## src/rtl/iom2_pkg.sv

```systemverilog
package iom2_pkg;

    // Frame-position events produced by the timing engine, valid for one cycle
    typedef struct packed {
        logic rise;     // a data-clock rising edge is taken this cycle
        logic fstart;   // that edge begins a frame (count becomes 0)
        logic sample;   // that edge is the second one of a bit (count becomes odd)
    } iom2_ev_t;

endpackage

```

## src/rtl/iom2_timing.sv

```systemverilog
module iom2_timing
    import iom2_pkg::*;
#(
    parameter  int CLK_DIV     = 33,
    parameter  int FRAME_CYC   = 192,
    parameter  int SYNC_STAGES = 2,
    localparam int CW          = $clog2(FRAME_CYC),
    localparam int DW          = (CLK_DIV > 1) ? $clog2(CLK_DIV) : 1
) (
    input  logic          clk,
    input  logic          rst_n,
    input  logic          master_i,
    input  logic          dcl_i,
    input  logic          fs_i,
    output logic          dcl_o,
    output logic          fs_o,
    output logic [CW-1:0] cnt_o,
    output iom2_ev_t      ev_o,
    output logic          sync_err_o
);

    typedef struct packed {
        logic [DW-1:0]          div;
        logic                   dcl;
        logic                   fs;
        logic [CW-1:0]          cnt;
        logic [SYNC_STAGES-1:0] dsync;
        logic [SYNC_STAGES-1:0] fsync;
        logic                   dprev;
        logic                   fprev;
        logic                   pend;
        logic                   err;
    } tim_st_t;

    tim_st_t       st_d, st_q;
    iom2_ev_t      ev_d;
    logic [CW-1:0] inc_c;
    logic [CW-1:0] nxt_c;
    logic          d_lvl, f_lvl, d_edge, f_edge;

    always_comb begin
        st_d   = st_q;
        st_d.err = 1'b0;
        ev_d   = '0;
        nxt_c  = st_q.cnt;
        inc_c  = (st_q.cnt == CW'(FRAME_CYC - 1)) ? '0 : st_q.cnt + 1'b1;

        // input synchronisers, used in slave mode
        st_d.dsync = {st_q.dsync[SYNC_STAGES-2:0], dcl_i};
        st_d.fsync = {st_q.fsync[SYNC_STAGES-2:0], fs_i};
        d_lvl      = st_q.dsync[SYNC_STAGES-1];
        f_lvl      = st_q.fsync[SYNC_STAGES-1];
        d_edge     = d_lvl & ~st_q.dprev;
        f_edge     = f_lvl & ~st_q.fprev;
        st_d.dprev = d_lvl;
        st_d.fprev = f_lvl;

        if (master_i) begin
            st_d.pend = 1'b0;
            if (st_q.div == DW'(CLK_DIV - 1)) begin
                st_d.div = '0;
                st_d.dcl = ~st_q.dcl;
                if (!st_q.dcl) begin
                    ev_d.rise = 1'b1;
                    nxt_c     = inc_c;
                    st_d.fs   = (inc_c < CW'(2));
                end
            end else begin
                st_d.div = st_q.div + 1'b1;
            end
        end else begin
            st_d.div = '0;
            st_d.dcl = 1'b0;
            st_d.fs  = 1'b0;
            if (d_edge) begin
                ev_d.rise = 1'b1;
                st_d.pend = 1'b0;
                if (f_edge || st_q.pend) begin
                    nxt_c    = '0;
                    st_d.err = (inc_c != '0);   // sync arrived off the boundary
                end else begin
                    nxt_c    = inc_c;
                    st_d.err = (inc_c == '0);   // boundary reached without sync
                end
            end else if (f_edge) begin
                st_d.pend = 1'b1;
            end
        end

        st_d.cnt    = nxt_c;
        ev_d.fstart = ev_d.rise & (nxt_c == '0);
        ev_d.sample = ev_d.rise & nxt_c[0];
    end

    always_ff @(posedge clk or negedge rst_n) begin
        if (!rst_n) begin
            st_q     <= '0;
            st_q.cnt <= CW'(FRAME_CYC - 1);
        end else begin
            st_q <= st_d;
        end
    end

    assign dcl_o      = st_q.dcl;
    assign fs_o       = st_q.fs;
    assign cnt_o      = st_q.cnt;
    assign ev_o       = ev_d;
    assign sync_err_o = st_q.err;

    AST_CNT_IN_FRAME: assert property (@(posedge clk) disable iff (!rst_n) st_q.cnt < CW'(FRAME_CYC)) else $error("count out of frame");
    AST_FS_WITH_DCL: assert property (@(posedge clk) disable iff (!rst_n) (master_i && $past(master_i) && $rose(st_q.fs)) |-> $rose(st_q.dcl)) else $error("sync not on clock edge");
    AST_ERR_ONLY_SLAVE: assert property (@(posedge clk) disable iff (!rst_n) st_q.err |-> !$past(master_i)) else $error("sync error in master mode");
    AST_ERR_ONE_CYCLE: assert property (@(posedge clk) disable iff (!rst_n) st_q.err |=> !st_q.err) else $error("sync error longer than a cycle");

endmodule

```

## src/rtl/iom2_serdes.sv

```systemverilog
module iom2_serdes
    import iom2_pkg::*;
#(
    parameter  int SLOTS      = 12,
    parameter  int SLOT_BITS  = 8,
    localparam int FRAME_BITS = SLOTS * SLOT_BITS,
    localparam int CW         = $clog2(2 * FRAME_BITS),
    localparam int SW         = (SLOTS > 1) ? $clog2(SLOTS) : 1
) (
    input  logic                  clk,
    input  logic                  rst_n,
    input  logic                  od_i,
    input  iom2_ev_t              ev_i,
    input  logic [CW-1:0]         cnt_i,
    input  logic [FRAME_BITS-1:0] tx_data_i,
    input  logic [SLOTS-1:0]      dir_mask_i,
    input  logic                  dtx_i,
    input  logic                  drx_i,
    output logic                  dtx_o,
    output logic                  dtx_oe_o,
    output logic                  drx_o,
    output logic                  drx_oe_o,
    output logic [FRAME_BITS-1:0] rx_data_o,
    output logic                  frame_strobe_o
);

    typedef struct packed {
        logic [FRAME_BITS-1:0] txb;
        logic [SLOTS-1:0]      mask;
        logic [FRAME_BITS-1:0] rxsh;
        logic [FRAME_BITS-1:0] rxout;
        logic                  strobe;
    } sd_st_t;

    sd_st_t        st_d, st_q;
    logic [SW-1:0] slot_c;
    logic          rev_c;
    logic          bit_c;
    logic          pin_c;
    logic          oe_c;
    logic          val_c;

    always_comb begin
        slot_c = SW'(cnt_i / (2 * SLOT_BITS));
        rev_c  = st_q.mask[slot_c];
        bit_c  = st_q.txb[FRAME_BITS-1];
        pin_c  = rev_c ? dtx_i : drx_i;

        st_d        = st_q;
        st_d.strobe = 1'b0;

        if (ev_i.fstart) begin
            st_d.txb    = tx_data_i;
            st_d.mask   = dir_mask_i;
            st_d.rxout  = st_q.rxsh;
            st_d.strobe = 1'b1;
        end else if (ev_i.rise && !ev_i.sample) begin
            st_d.txb = {st_q.txb[FRAME_BITS-2:0], 1'b0};
        end

        if (ev_i.sample) begin
            st_d.rxsh = {st_q.rxsh[FRAME_BITS-2:0], pin_c};
        end

        // drive style: open-drain only pulls low
        oe_c  = od_i ? ~bit_c : 1'b1;
        val_c = od_i ? 1'b0 : bit_c;
    end

    always_ff @(posedge clk or negedge rst_n) begin
        if (!rst_n) begin
            st_q <= '0;
        end else begin
            st_q <= st_d;
        end
    end

    assign dtx_o          = val_c;
    assign drx_o          = val_c;
    assign dtx_oe_o       = oe_c & ~rev_c;
    assign drx_oe_o       = oe_c & rev_c;
    assign rx_data_o      = st_q.rxout;
    assign frame_strobe_o = st_q.strobe;

    AST_ONE_PIN_DRIVEN: assert property (@(posedge clk) disable iff (!rst_n) drx_oe_o |-> !dtx_oe_o) else $error("both data pins driven");
    AST_OD_NO_HIGH: assert property (@(posedge clk) disable iff (!rst_n) (od_i && (dtx_oe_o || drx_oe_o)) |-> !val_c) else $error("open-drain drove high");
    AST_STROBE_PULSE: assert property (@(posedge clk) disable iff (!rst_n) st_q.strobe |=> !st_q.strobe) else $error("strobe held");

endmodule

```

## src/rtl/iom2_frame_if.sv

```systemverilog
module iom2_frame_if
    import iom2_pkg::*;
#(
    parameter  int SLOTS       = 12,
    parameter  int SLOT_BITS   = 8,
    parameter  int CLK_DIV     = 33,
    parameter  int SYNC_STAGES = 2,
    localparam int FRAME_BITS  = SLOTS * SLOT_BITS,
    localparam int FRAME_CYC   = 2 * FRAME_BITS,
    localparam int CW          = $clog2(FRAME_CYC)
) (
    input  logic                  clk,
    input  logic                  rst_n,
    input  logic                  master_i,
    input  logic                  od_mode_i,
    input  logic                  dcl_i,
    input  logic                  fs_i,
    output logic                  dcl_o,
    output logic                  dcl_oe,
    output logic                  fs_o,
    output logic                  fs_oe,
    input  logic [FRAME_BITS-1:0] tx_data_i,
    input  logic [SLOTS-1:0]      dir_mask_i,
    output logic [FRAME_BITS-1:0] rx_data_o,
    output logic                  frame_strobe_o,
    input  logic                  dtx_i,
    output logic                  dtx_o,
    output logic                  dtx_oe,
    input  logic                  drx_i,
    output logic                  drx_o,
    output logic                  drx_oe,
    output logic                  sync_err_o
);

    iom2_ev_t      ev;
    logic [CW-1:0] cnt;

    iom2_timing #(
        .CLK_DIV    (CLK_DIV),
        .FRAME_CYC  (FRAME_CYC),
        .SYNC_STAGES(SYNC_STAGES)
    ) u_timing (
        .clk       (clk),
        .rst_n     (rst_n),
        .master_i  (master_i),
        .dcl_i     (dcl_i),
        .fs_i      (fs_i),
        .dcl_o     (dcl_o),
        .fs_o      (fs_o),
        .cnt_o     (cnt),
        .ev_o      (ev),
        .sync_err_o(sync_err_o)
    );

    iom2_serdes #(
        .SLOTS    (SLOTS),
        .SLOT_BITS(SLOT_BITS)
    ) u_serdes (
        .clk           (clk),
        .rst_n         (rst_n),
        .od_i          (od_mode_i),
        .ev_i          (ev),
        .cnt_i         (cnt),
        .tx_data_i     (tx_data_i),
        .dir_mask_i    (dir_mask_i),
        .dtx_i         (dtx_i),
        .drx_i         (drx_i),
        .dtx_o         (dtx_o),
        .dtx_oe_o      (dtx_oe),
        .drx_o         (drx_o),
        .drx_oe_o      (drx_oe),
        .rx_data_o     (rx_data_o),
        .frame_strobe_o(frame_strobe_o)
    );

    assign dcl_oe = master_i;
    assign fs_oe  = master_i;

    AST_SLAVE_QUIET: assert property (@(posedge clk) disable iff (!rst_n) !master_i |-> (!dcl_oe && !fs_oe)) else $error("timing driven in slave mode");

endmodule

```

## config.mk

```make
export PLATFORM = sky130hd
export DESIGN_NAME = iom2_frame_if
export DESIGN_NICKNAME = d
export VERILOG_FILES = /design/src/rtl/iom2_pkg.sv /design/src/rtl/iom2_timing.sv /design/src/rtl/iom2_serdes.sv /design/src/rtl/iom2_frame_if.sv
export SDC_FILE = /design/constraint.sdc
export NUM_CORES = 1
export LEC_CHECK = 0
export ABC_AREA = 1
export BUFFER_PORTS_ARGS = -buffer_cell sky130_fd_sc_hd__buf_2
export CORE_ASPECT_RATIO = 1.25
export CORE_MARGIN = 2
export CORE_UTILIZATION = 55
export CTS_CLUSTER_SIZE = 8
export DETAILED_ROUTE_END_ITERATION = 10
export PLACE_DENSITY = 0.81
export SLEW_MARGIN = 40
export SYNTH_ARGS = -nofsm -noshare
export SYNTH_HDL_FRONTEND = slang
export SYNTH_SLANG_ARGS = --single-unit
export TNS_END_PERCENT = 50
```

## constraint.sdc

```tcl
create_clock -name clk -period 2.72 [get_ports clk]
set_clock_uncertainty 0.2 [all_clocks]
set_input_delay 0.544 -clock clk [delete_from_list [all_inputs] [get_ports clk]]
set_output_delay 0.544 -clock clk [all_outputs]
set_load 0.03 [all_outputs]
```

; Word-level counts from Yosys, hierarchy flattened
; Index checks and enable logic that the tools add are counted.
; Widths: inputs -> output; s select.
[op_classes]
addsub = 2
n_lt_le_gt_ge = 2
n_eq_ne = 4
n_mux = 28
bitwise = 11
n_reduce_logical = 9
[ops]
columns = cell, count
row1 = $mux 96, 2
row2 = $mux 8, 7
row3 = $logic_not 8->1, 2
row4 = $mux 1, 16
row5 = $add 8x1->8 const B, 1
row6 = $eq 8x8->1 const B, 1
row7 = $lt 8x2->1 const B, 1
row8 = $reduce_bool 8->1, 1
row9 = $add 6x1->6 const B, 1
row10 = $and 1x1->1, 6
row11 = $eq 6x6->1 const B, 1
row12 = $mux 6, 1
row13 = $lt 4x5->1 const B, 1
row14 = $not 1->1, 5
row15 = $bmux 1 s4, 1
row16 = $reduce_bool 3->1, 1
row17 = $mux 2, 1
row18 = $ne 2x1->1 const B, 1
row19 = $ne 2x2->1 const B, 1
row20 = $reduce_and 2->1, 1
row21 = $reduce_bool 2->1, 1
row22 = $logic_and 1x1->1, 1
row23 = $logic_not 1->1, 1
row24 = $logic_or 1x1->1, 1
[totals]
regBits = 325
in_bits = 116
wordCells = 71

; Longest topological paths before layout
; Gate-level depths: netlist (run 1).
[depth]
ltp_word = 11
ltp_mapped = 17
mapped_depth_nobuf = 14

; Cells and area by module
; Synthesis (run 1) repeated with hierarchy kept, for this count alone.
[hier_totals]
hier_cells = 1551
area_unflattened_um2 = 14142.3
[modules_own_cells]
columns = mod, n_inst, cells_per_inst, area_per_inst_um2, seq_area_each_um2
row1 = iom2_serdes, 1, 1371, 12729.7, 7532.2
row2 = iom2_timing, 1, 178, 1397.6, 609.3
row3 = iom2_frame_if, 1, 2, 15.0, 0.0

; Least setup slack after synthesis (run 1)
; Ideal clock, no wire load.
[synth_timing]
path_type = register -> output
from = reg u_timing.cnt_o[4] (netlist name)
to = out dtx_oe
arrival_ns = 1.648
required_time_ns = 1.976
setup_slack_ns = 0.328
stages_incl_launch_ff = 8
n_path_buf = 1
path_cell_list = dfstp_2 buf_2 inv_1 o21ai_0 nand2_1 nand3_1 nand3_1 a21oi_1
[synth_via]
elab_chain_len = 4
[synth_lines]
columns = item, line_no
row1 = $bmux 1 s4, iom2_serdes.sv:45  ; rev_c = st_q.mask[slot_c];
row2 = $mux 1 (implied by the code), iom2_serdes.sv:45
row3 = $not 1->1, iom2_serdes.sv:80  ; assign dtx_oe_o = oe_c & ~rev_c;
row4 = $and 1x1->1, iom2_serdes.sv:80
row5 = end: declaration, iom2_frame_if.sv:28  ; output logic dtx_oe,
; Every way passes these cells. The select of a mux whose other input is x is not followed.

; Worst setup path after layout (run 1)
[layout_timing]
from = reg u_timing.cnt_o[4] (netlist name)
to = out dtx_oe
[layout_via]
elab_chain_len = 4
[layout_lines]
columns = item, line_no
row1 = $bmux 1 s4, iom2_serdes.sv:45
row2 = $mux 1 (implied by the code), iom2_serdes.sv:45
row3 = $not 1->1, iom2_serdes.sv:80
row4 = $and 1x1->1, iom2_serdes.sv:80
; Every way passes these cells. The select of a mux whose other input is x is not followed.

==> results of run 1 <==
[power by group through the flow]
stage | clock, mW | sequential (mW) | combinational [mW]
after floorplan | 0 | 5.78 | 1.33
after global placement | 0 | 5.87 | 1.83
after detailed placement | 0 | 5.87 | 1.91
after CTS | 5.11 | 5.82 | 1.93
after global routing | 5.32 | 5.90 | 2.24
final | 5.03 | 5.83 | 2.02
[cell type report]
class	count	area, um^2
inverters	44	168
flip-flops and latches	325	8140
repair buffers	274	1930
multi-input cells	1226	5460
diodes	2	5.00
clock buffers	54	1200
fillers	2160	9370
well taps	345	432
clock inverters	3	37.5
[synthesized netlist by cell type]
cell and count:
clkbuf_1 56, buf_2 32, buf_4 108, nor2_2 3, dfstp_2 7, nand4_1 4, inv_2 7, inv_1 37
a21oi_1 12, nand3_1 208, dfrtp_1 318, nor3_1 4, buf_6 9, o21bai_1 96, nand2_1 835, xnor2_1 1
nor2_1 29, nand2_2 4, nand3_2 2, ha_1 4, xor2_1 1, nor2_4 1, o21ai_0 21, nor3b_1 1
[metal layers]
| layer | vias to the layer above | share of wire (%) | GRT usage, % |
|---|---|---|---|
| met3 | 88 | 7.3 | 4.41 |
| li1 | 5799 | - | - |
| met2 | 521 | 49 | 38.4 |
| met1 | 5866 | 41 | 33.0 |
| met4 | 6 | 2.6 | 7.55 |
| met5 | - | 0.11 | 0 |
[cell usage in the layout (no fill, tap or decap), types with 2 or more instances in the layout]
cell           count
nand3_4            2
clkinv_8           2
nand3_2            2
buf_4             21
nand2_4            2
clkbuf_1           7
nand4_1            4
ha_1               3
nand2_2            5
nand2_1          832
diode_2            2
dfstp_2            7
nor3_1             3
nor2_4             4
buf_8              2
o21ai_1            3
clkbuf_16         52
inv_1             36
nor2_2             4
dlygate4sd3_1      3
buf_6              2
inv_2              7
dfrtp_1          318
nor2_1            25
buf_2            218
nand3_1          206
o21bai_1          95
a21oi_1           11
o21ai_0           18
buf_12            21
buf_16             2
[flip-flops by register name, indices dropped and copies added (netlist names), 2 cells and up]
signal / count
u_timing.cnt_o: 8
u_serdes.rx_data_o: 96
u_serdes.st_q: 203
u_timing.st_q: 9
u_timing.st_d: 2
[per-stage QoR]
step                      std cells  hold slack (ns)  cell area (um^2)
after floorplan                1800           0.0484             15000
after global placement         2197            0.135             15800
after detailed placement       2197            0.135             15800
after CTS                      2260           0.0100             17100
after global routing           2271          0.00611             17400
final                          2273           0.0224             17400
[worst paths after layout]
| path | end | cells after the start |
|---|---|---|
| worst max-delay path | dtx_oe | 8 |
| worst min-delay path | u_serdes.st_q[203] | 3 |
| worst max register to register | u_serdes.rx_data_o[70] | 16 |
| worst min register to register | u_timing.d_lvl | 0 |
| max in group asynchronous | u_serdes.rx_data_o[65] | 3 |
| min in group asynchronous | u_serdes.rx_data_o[5] | 2 |
[cell families after synthesis]
group	after synthesis	share of synthesized area [%]
adder cells (fa/ha/maj)	4	0.335
flip-flops	325	54.4
XOR/XNOR	2	0.117
AO/OA/AOI/OAI	129	5.92
AND/OR/NAND/NOR	1091	29.5
buffers and inverters	249	9.68
[timing repair]
item,4_1_cts,5_1_grt
pin swaps,0,3
gates cloned,0,5
resized for setup,7,20
buffers inserted,3,6
hold endpoints to repair,48,0
endpoints found under the setup margin,2,246
hold buffers,3,0
[worst register-to-register path: stages (launching register included)]
cell and delay, ns:
dfstp_2 0.56, ha_2 0.20, nand2_1 0.09, nor2_2 0.17
nand2_1 0.07, nor2_1 0.11, nor2_1 0.06, nand2_1 0.06
nand2_1 0.10, nor2_2 0.15, nand2_2 0.10, nor2_4 0.14
buf_12 0.14, inv_4 0.07, buf_12 0.17, nand2_1 0.11
nand2_1 0.06
==> impl_metrics.json, run 1 <==
{
  "status": "complete, but fails checks",
  "violations": "setup timing",
  "path_delay_family": "flip-flops",
  "die_w_um": 151,
  "firstDrtPassIters": 6,
  "max_freq_mhz": 360,
  "cp-end-kind": "output port",
  "finalSetupViolCount": 2,
  "antenna_found_initial": 4,
  "critPathKind": "flop to output port",
  "area_growth_pct": 16.2,
  "power.share.sequential_pct": 45.3,
  "drc": 0,
  "cap_violations": 0,
  "startpoint": "u_timing.cnt_o[4]",
  "place_ws_ns": 0.0338,
  "ir_worst_vdd_uv": 616,
  "yosysUniqueCellTypes": 24,
  "via_per_inst": 5.40,
  "drt-initial-drc-count": 905,
  "synthCells": 1800,
  "dieArea_um2": 28500,
  "rows": 67,
  "final_antenna_net_count": 0,
  "final.min_clock_period_ns": 2.78,
  "p_sw_mw": 3.58,
  "grt_setup_unrepaired": "true",
  "grt_first_pass_wirelength_mm": 56.2,
  "port_buffers": 221,
  "yosys-top-cells-area": "dfrtp_1 (53%), nand2_1 (21%), nand3_1 (7.0%), buf_4 (5.4%), o21bai_1 (4.8%)",
  "synth_seq_cells": 325,
  "drive_above_1_share_pct": 18.6,
  "grt_max_degree": 100,
  "clkPwrFrac_pct": 39.1,
  "cp_data_required_time_ns": 1.98,
  "ios": 222,
  "gr-total-overflow": 0,
  "drv_slew": 0,
  "yosysSeqAreaShare_pct": 54.4,
  "setup_tns_ns": -0.0642,
  "crit_buf_inv": 2,
  "gp_congestion": 0.867,
  "cts_max_level": 2,
  "dr_total_vias": 12300,
  "power_frac_comb_pct": 15.6,
  "cts_buffer_depth": 3,
  "cts.sinks": 325,
  "syn_avg_cell_area_um2": 8.31,
  "rrSetupSlack_ns": 0.04,
  "crit_arrival_ns": 2.03,
  "synth_top_area_cell": "dfrtp_1",
  "root_buffer": "clkbuf_16",
  "crit_chain": "buf_4 -> a21oi_1 -> o21ai_0 -> nand2_1 -> nand2_2 -> nand3_4 -> a21oi_1 -> buf_4",
  "slew_headroom_pct": 59.3,
  "wl_per_cell_um": 15.4,
  "post-route-util_pct": 65.0,
  "yosysTopAreaCellShare_pct": 53.2,
  "min_from": "dir_mask_i[10]",
  "nets": 2037,
  "drt-total-wl_mm": 34.9,
  "yosysWarnings": 0,
  "reg2reg_from": "u_timing.cnt_o[0]",
  "die_h_um": 188,
  "internal-power_mw": 9.30,
  "setup_ws_ns": -0.0551,
  "hold_violations": 0,
  "finalCritPeriodShare_pct": 102,
  "fin_total_pwr_mw": 12.9,
  "start_util_pct": 55.9,
  "grtUsageTotal_pct": 23.9,
  "cts_tree": "yes",
  "numCtsBuffers": 46,
  "first_global_vias": 11800,
  "critPathSlowestCell": "dfstp_2",
  "switching_share_pct": 27.8,
  "worst_slew_pin_slew_ns": 0.604,
  "clkTransAtPathRegs_ns": 0.05,
  "cpPeakStageDelay_ns": 0.55,
  "synth_area_um2": 15000,
  "power_density_nw_per_um2": 741,
  "hold_path.class": "input pin to flop",
  "clkLatencyLatePin_ns": 0.53,
  "coreArea_um2": 26700,
  "cellLeakagePower_nw": 9.44,
  "start_kind": "flop",
  "hpwl_mm": 20.8,
  "syn_nets": 1920,
  "cp_max_fo": 7
}
No activity file was read; power rests on OpenSTA's default activity.
==> inputs of run 2 (changes only) <==
--- a/config.mk
+++ b/config.mk
@@ -13,6 +13,7 @@
 export CTS_CLUSTER_SIZE = 8
 export DETAILED_ROUTE_END_ITERATION = 10
 export PLACE_DENSITY = 0.81
+export SETUP_SLACK_MARGIN = 0.02
 export SLEW_MARGIN = 40
 export SYNTH_ARGS = -nofsm -noshare
 export SYNTH_HDL_FRONTEND = slang
==> run 2 against run 1 <==
  * Utilization is 0.20 points higher
  * Critical path type unchanged
  * Hold slack better by 0.0011 ns
  * The flow still finishes with violations (setup timing)
  * Register-to-register slack better by 0.02 ns
  * Final cell count hardly changed
==> impl_metrics.json, run 2 (synthesis results as in run 1) <==
{
  "cp_data_required_time_ns": 1.98,
  "hold_path.class": "input pin to flop",
  "rows": 67,
  "rr_worst_depth": 16,
  "hpwl_mm": 20.8,
  "drt-total-wl_mm": 35.5,
  "cts.sinks": 325,
  "drv_slew": 0,
  "dieArea_um2": 28500,
  "critPathSlowestCell": "dfstp_2",
  "postLayoutCellArea_um2": 17400,
  "start_kind": "flop",
  "ios": 222,
  "final_antenna_net_count": 0,
  "cts_max_level": 2,
  "wl_per_cell_um": 15.6,
  "start_util_pct": 55.9,
  "clkTransAtPathRegs_ns": 0.05,
  "power_density_nw_per_um2": 741,
  "grt_first_pass_wirelength_mm": 56.2,
  "largest_reg_flops": 203,
  "clkLatencyLatePin_ns": 0.53,
  "crit_buf_inv": 2,
  "root_buffer": "clkbuf_16",
  "mostFrequentLayoutCells": "nand2_1 (832), dfrtp_1 (318), buf_2 (218)",
  "worst_slew_pin_slew_ns": 0.604,
  "via_per_inst": 5.42,
  "slew_headroom_pct": 59.3,
  "grt_max_degree": 100,
  "drt-initial-drc-count": 899,
  "grt_setup_unrepaired": "true",
  "drc": 0,
  "drive_above_1_share_pct": 18.8,
  "cts_tree": "yes",
  "dpl-instance-area_um2": 15800,
  "hold_violations": 0,
  "port_buffers": 221,
  "critPathKind": "flop to output port",
  "ir_worst_vdd_uv": 618,
  "dr_total_vias": 12300,
  "final_common_cell": "nand2_1",
  "violations": "setup timing",
  "gp_congestion": 0.867,
  "largest-register": "u_serdes.st_q",
  "cp-end-kind": "output port",
  "cts_buffer_depth": 3,
  "area_growth_pct": 16.5,
  "status": "complete, but fails checks",
  "nets": 2039,
  "numCtsBuffers": 46,
  "path_depth": 8,
  "finalCritPeriodShare_pct": 102,
  "cpPeakStageDelay_ns": 0.55,
  "grtUsageTotal_pct": 23.9,
  "firstDrtPassIters": 7,
  "cp_max_fo": 7,
  "coreArea_um2": 26700,
  "final.min_clock_period_ns": 2.77,
  "crit_arrival_ns": 2.03,
  "path_delay_family": "flip-flops",
  "cap_violations": 0,
  "setup_ws_ns": -0.0513,
  "finalSetupViolCount": 2,
  "fin_total_pwr_mw": 12.9,
  "max_freq_mhz": 361,
  "whs_path_depth": 3,
  "crit_chain": "buf_4 -> a21oi_1 -> o21ai_0 -> nand2_1 -> nand2_2 -> nand3_4 -> a21oi_1 -> buf_4",
  "gr-total-overflow": 0,
  "first_global_vias": 11800,
  "cellLeakagePower_nw": 9.46,
  "antenna_found_initial": 4,
  "die_w_um": 151,
  "die_h_um": 188
}
-- run 2: cell types whose count changed in the layout (fill, tap and decap cells not counted), sizes merged --
cell / before / now
clkbuf: 59 / 60
buf: 266 / 267
-- run 2: worst reg2reg max path, cell delays in order (launching register included) --
cell and delay, ns:
dfstp_2 0.56, ha_2 0.20, nand2_1 0.09, nor2_2 0.17, nand2_1 0.07, nor2_1 0.11, nor2_1 0.06, nand2_1 0.06
nand2_1 0.10, nor2_2 0.15, nand2_2 0.10, nor2_4 0.14, buf_12 0.14, inv_4 0.07, buf_12 0.17, nand2_1 0.10
nand2_1 0.06
-- run 2: layer usage --
metal  vias to the layer above  share of wire, %  GRT usage, %
li1                       5805                 -             -
met1                      5945                41          33.0
met2                       502                49          38.4
met3                        78               7.0          4.41
met4                         4               2.5          7.55
met5                         -             0.076             0
-- run 2: cell type report --
cell class	count	area, um^2
Clock inverter	3	37.5
Clock buffer	54	1200
Antenna cell	2	5.00
Timing Repair Buffer	276	1980
Multi-Input combinational cell	1226	5460
Inverter	44	168
Tap cell	345	432
Fill cell	2154	9320
Sequential cell	325	8140
-- run 2: timing repair --
item / in CTS / in global routing
setup endpoints to repair: 5 / 278
setup buffers: 3 / 6
endpoints found under the hold margin: 48 / 0
cloned: 0 / 7
gates resized for setup: 7 / 24
pin swaps: 0 / 2
hold buffers: 3 / 0
-- run 2: report_power, final --
group,switching [mW],leakage [nW],internal (mW)
registers,0.372,4.26,5.47
clock network,1.97,0.605,3.06
logic,1.26,4.60,0.777
-- run 2: worst paths after layout --
| path | startpoint | end | slack [ns] |
|---|---|---|---|
| setup / recovery | u_timing.cnt_o[4] | dtx_oe | -0.05 |
| hold / removal | dir_mask_i[10] | u_serdes.st_q[203] | 0.02 |
| setup reg to reg | u_timing.cnt_o[0] | u_serdes.rx_data_o[70] | 0.06 |
| hold reg to reg | u_timing.st_d[7] | u_timing.d_lvl | 0.14 |
| max in group asynchronous | rst_n | u_serdes.st_q[160] | 1.19 |
| min in group asynchronous | rst_n | u_serdes.rx_data_o[5] | 0.37 |
-- run 2: stage by stage --
stage               TNS (ns)  std cells  setup slack [ns]  hold WS (ns)  utilization, %
floorplan                  0       1800             0.328        0.0484               -
global placement           0       2197             0.106         0.135            59.0
detailed placement         0       2197            0.0338         0.135            59.0
CTS                        0       2260           0.00965        0.0100            63.9
global route           -9.01       2273            -0.173       0.00611            65.1
finish               -0.0640       2275           -0.0513        0.0235            65.2
==> inputs of run 3 (changes only) <==
--- a/config.mk
+++ b/config.mk
@@ -6,13 +6,13 @@
 export NUM_CORES = 1
 export LEC_CHECK = 0
 export ABC_AREA = 1
-export BUFFER_PORTS_ARGS = -buffer_cell sky130_fd_sc_hd__buf_2
+export BUFFER_PORTS_ARGS = -buffer_cell sky130_fd_sc_hd__clkbuf_2
 export CORE_ASPECT_RATIO = 1.25
 export CORE_MARGIN = 2
-export CORE_UTILIZATION = 55
+export CORE_UTILIZATION = 25
 export CTS_CLUSTER_SIZE = 8
 export DETAILED_ROUTE_END_ITERATION = 10
-export PLACE_DENSITY = 0.81
+export PLACE_DENSITY = 0.45
 export SETUP_SLACK_MARGIN = 0.02
 export SLEW_MARGIN = 40
 export SYNTH_ARGS = -nofsm -noshare
==> run 3 against run 2 <==
  * The run still ends with setup timing left
  * Routed wire length grew 19%
  * Clock power grew 3%
  * Final cell count grew 22%
  * Clock-buffer cell count grew 9
  * Sequential share of layout area shrank 3.3 points
  * Design area grew 7.6%
  * Combinational power grew 7%
  * Die area grew 120%
  * Largest power group unchanged
==> impl_metrics.json, run 3 (synthesis results as in run 1) <==
{
  "status": "complete, but fails checks",
  "violations": "setup timing",
  "grt_first_pass_wirelength_mm": 65.4,
  "final.min_clock_period_ns": 2.79,
  "start_util_pct": 25.2,
  "hold_end": "u_serdes.st_q[197]",
  "antenna_found_initial": 2,
  "firstDrtPassIters": 4,
  "hpwl_mm": 25.5,
  "finalCritPeriodShare_pct": 102,
  "mostFrequentLayoutCells": "nand2_1 (829), dfrtp_1 (318), clkbuf_2 (218)",
  "gr-total-overflow": 0,
  "rr_worst_depth": 18,
  "critPathKind": "flop to output port",
  "hold_slack_ns": 0.0335,
  "clkLatencyLatePin_ns": 0.56,
  "dr_total_vias": 12200,
  "setup_ws_ns": -0.0660,
  "hold_violations": 0,
  "cellLeakagePower_nw": 9.76,
  "cap_violations": 0,
  "fin_total_pwr_mw": 13.2,
  "via_per_inst": 4.42,
  "power_density_nw_per_um2": 702,
  "place_ws_ns": 0.0419,
  "root_buffer": "clkbuf_16",
  "wl_per_cell_um": 15.3,
  "drt-total-wl_mm": 42.2,
  "clkTransAtPathRegs_ns": 0.05,
  "grt_setup_unrepaired": "true",
  "first_global_vias": 12500,
  "grtUsageTotal_pct": 12.9,
  "slew_headroom_pct": 48.3,
  "final_cells": 2765,
  "drv_slew": 0,
  "grt_max_degree": 97,
  "diodes": 0,
  "drt-initial-drc-count": 694,
  "cts_max_level": 2,
  "min_from": "dir_mask_i[4]",
  "globalRoute.busiestLayer": "met2",
  "finalSetupViolCount": 2,
  "cp_max_fo": 6,
  "post-route-util_pct": 31.6,
  "numCtsBuffers": 46,
  "die_w_um": 223,
  "port_buffers": 221,
  "dp.cells": 2640,
  "cts_buffer_depth": 3,
  "rrSetupSlack_ns": 0.08,
  "use_met1_pct": 16.3,
  "dpl-instance-area_um2": 16500,
  "cts.sinks": 325,
  "setup_tns_ns": -0.116,
  "dieArea_um2": 61800,
  "grtUsageMet3_pct": 2.58,
  "r2r_end": "u_serdes.st_q[217]",
  "rows": 100,
  "cts_tree": "yes",
  "die_h_um": 277,
  "coreArea_um2": 59300,
  "final_antenna_net_count": 0,
  "gp_congestion": 0.730,
  "nets": 2102,
  "final_common_cell": "nand2_1",
  "drc": 0,
  "crit_arrival_ns": 2.04,
  "ir_worst_vdd_uv": 371,
  "area_growth_pct": 25.4,
  "drive_above_1_share_pct": 20.7,
  "max_freq_mhz": 359,
  "cp_data_required_time_ns": 1.98,
  "reg2reg_from": "u_timing.st_q[18]",
  "largest_reg_flops": 203,
  "worst_slew_pin_slew_ns": 0.775,
  "hold_path.class": "input pin to flop",
  "ios": 222,
  "largest-register": "u_serdes.st_q",
  "whs_path_depth": 3,
  "start_kind": "flop",
  "met2_usage_pct": 22.2,
  "postLayoutCellArea_um2": 18800,
  "cp-end-kind": "output port"
}
-- run 3: power breakdown --
| group | leakage [nW] | switching, mW | internal, mW |
|---|---|---|---|
| sequential | 4.26 | 0.350 | 5.46 |
| combinational | 4.90 | 1.31 | 0.856 |
| clock | 0.608 | 2.12 | 3.07 |
| total | 9.76 | 3.78 | 9.39 |
-- run 3: final cells by class --
| cell class | count | area [um^2] |
|---|---|---|
| clock buffers | 63 | 1210 |
| clock inverters | 3 | 41.3 |
| fillers | 6402 | 40600 |
| inverters | 44 | 179 |
| multi-input cells | 1226 | 5520 |
| flip-flops and latches | 325 | 8140 |
| well taps | 765 | 957 |
| repair buffers | 339 | 2700 |
-- run 3: worst max path at each step --
stage / startpoint / endpoint / slack [ns] / depth (start not counted)
after global placement: u_timing.cnt_o[0] / u_serdes.rx_data_o[70] / 0.05 / 13
after detailed placement: u_timing.st_q[18] / u_serdes.rx_data_o[70] / 0.04 / 15
after floorplan: u_timing.cnt_o[4] / dtx_oe / 0.33 / 7
after global routing: u_timing.cnt_o[4] / dtx_oe / -0.20 / 9
after CTS: u_timing.cnt_o[4] / dtx_oe / -0.12 / 9
final: u_timing.cnt_o[4] / dtx_oe / -0.07 / 9
-- run 3: what timing repair did --
action	4_1_cts	5_1_grt
endpoints found under the hold margin	75	0
pin swaps	0	11
setup endpoints to repair	4	203
gates resized for setup	13	54
gates cloned	0	15
hold buffers	27	0
setup buffers	3	14
-- run 3: metal layers --
layer | routed length, um | up-vias
met3 | 1820 | 57
li1 | - | 5950
met5 | 0 | -
met2 | 20700 | 233
met4 | 863 | 0
met1 | 18800 | 5969
-- run 3: worst max-delay path, cell delays in order, from the launching register on --
cell     delay, ns
dfstp_2       0.58
buf_6         0.14
a21oi_2       0.05
o21ai_1       0.07
nand2_1       0.08
nand3_2       0.06
nand3_2       0.09
buf_6         0.15
a21oi_4       0.12
buf_8         0.13
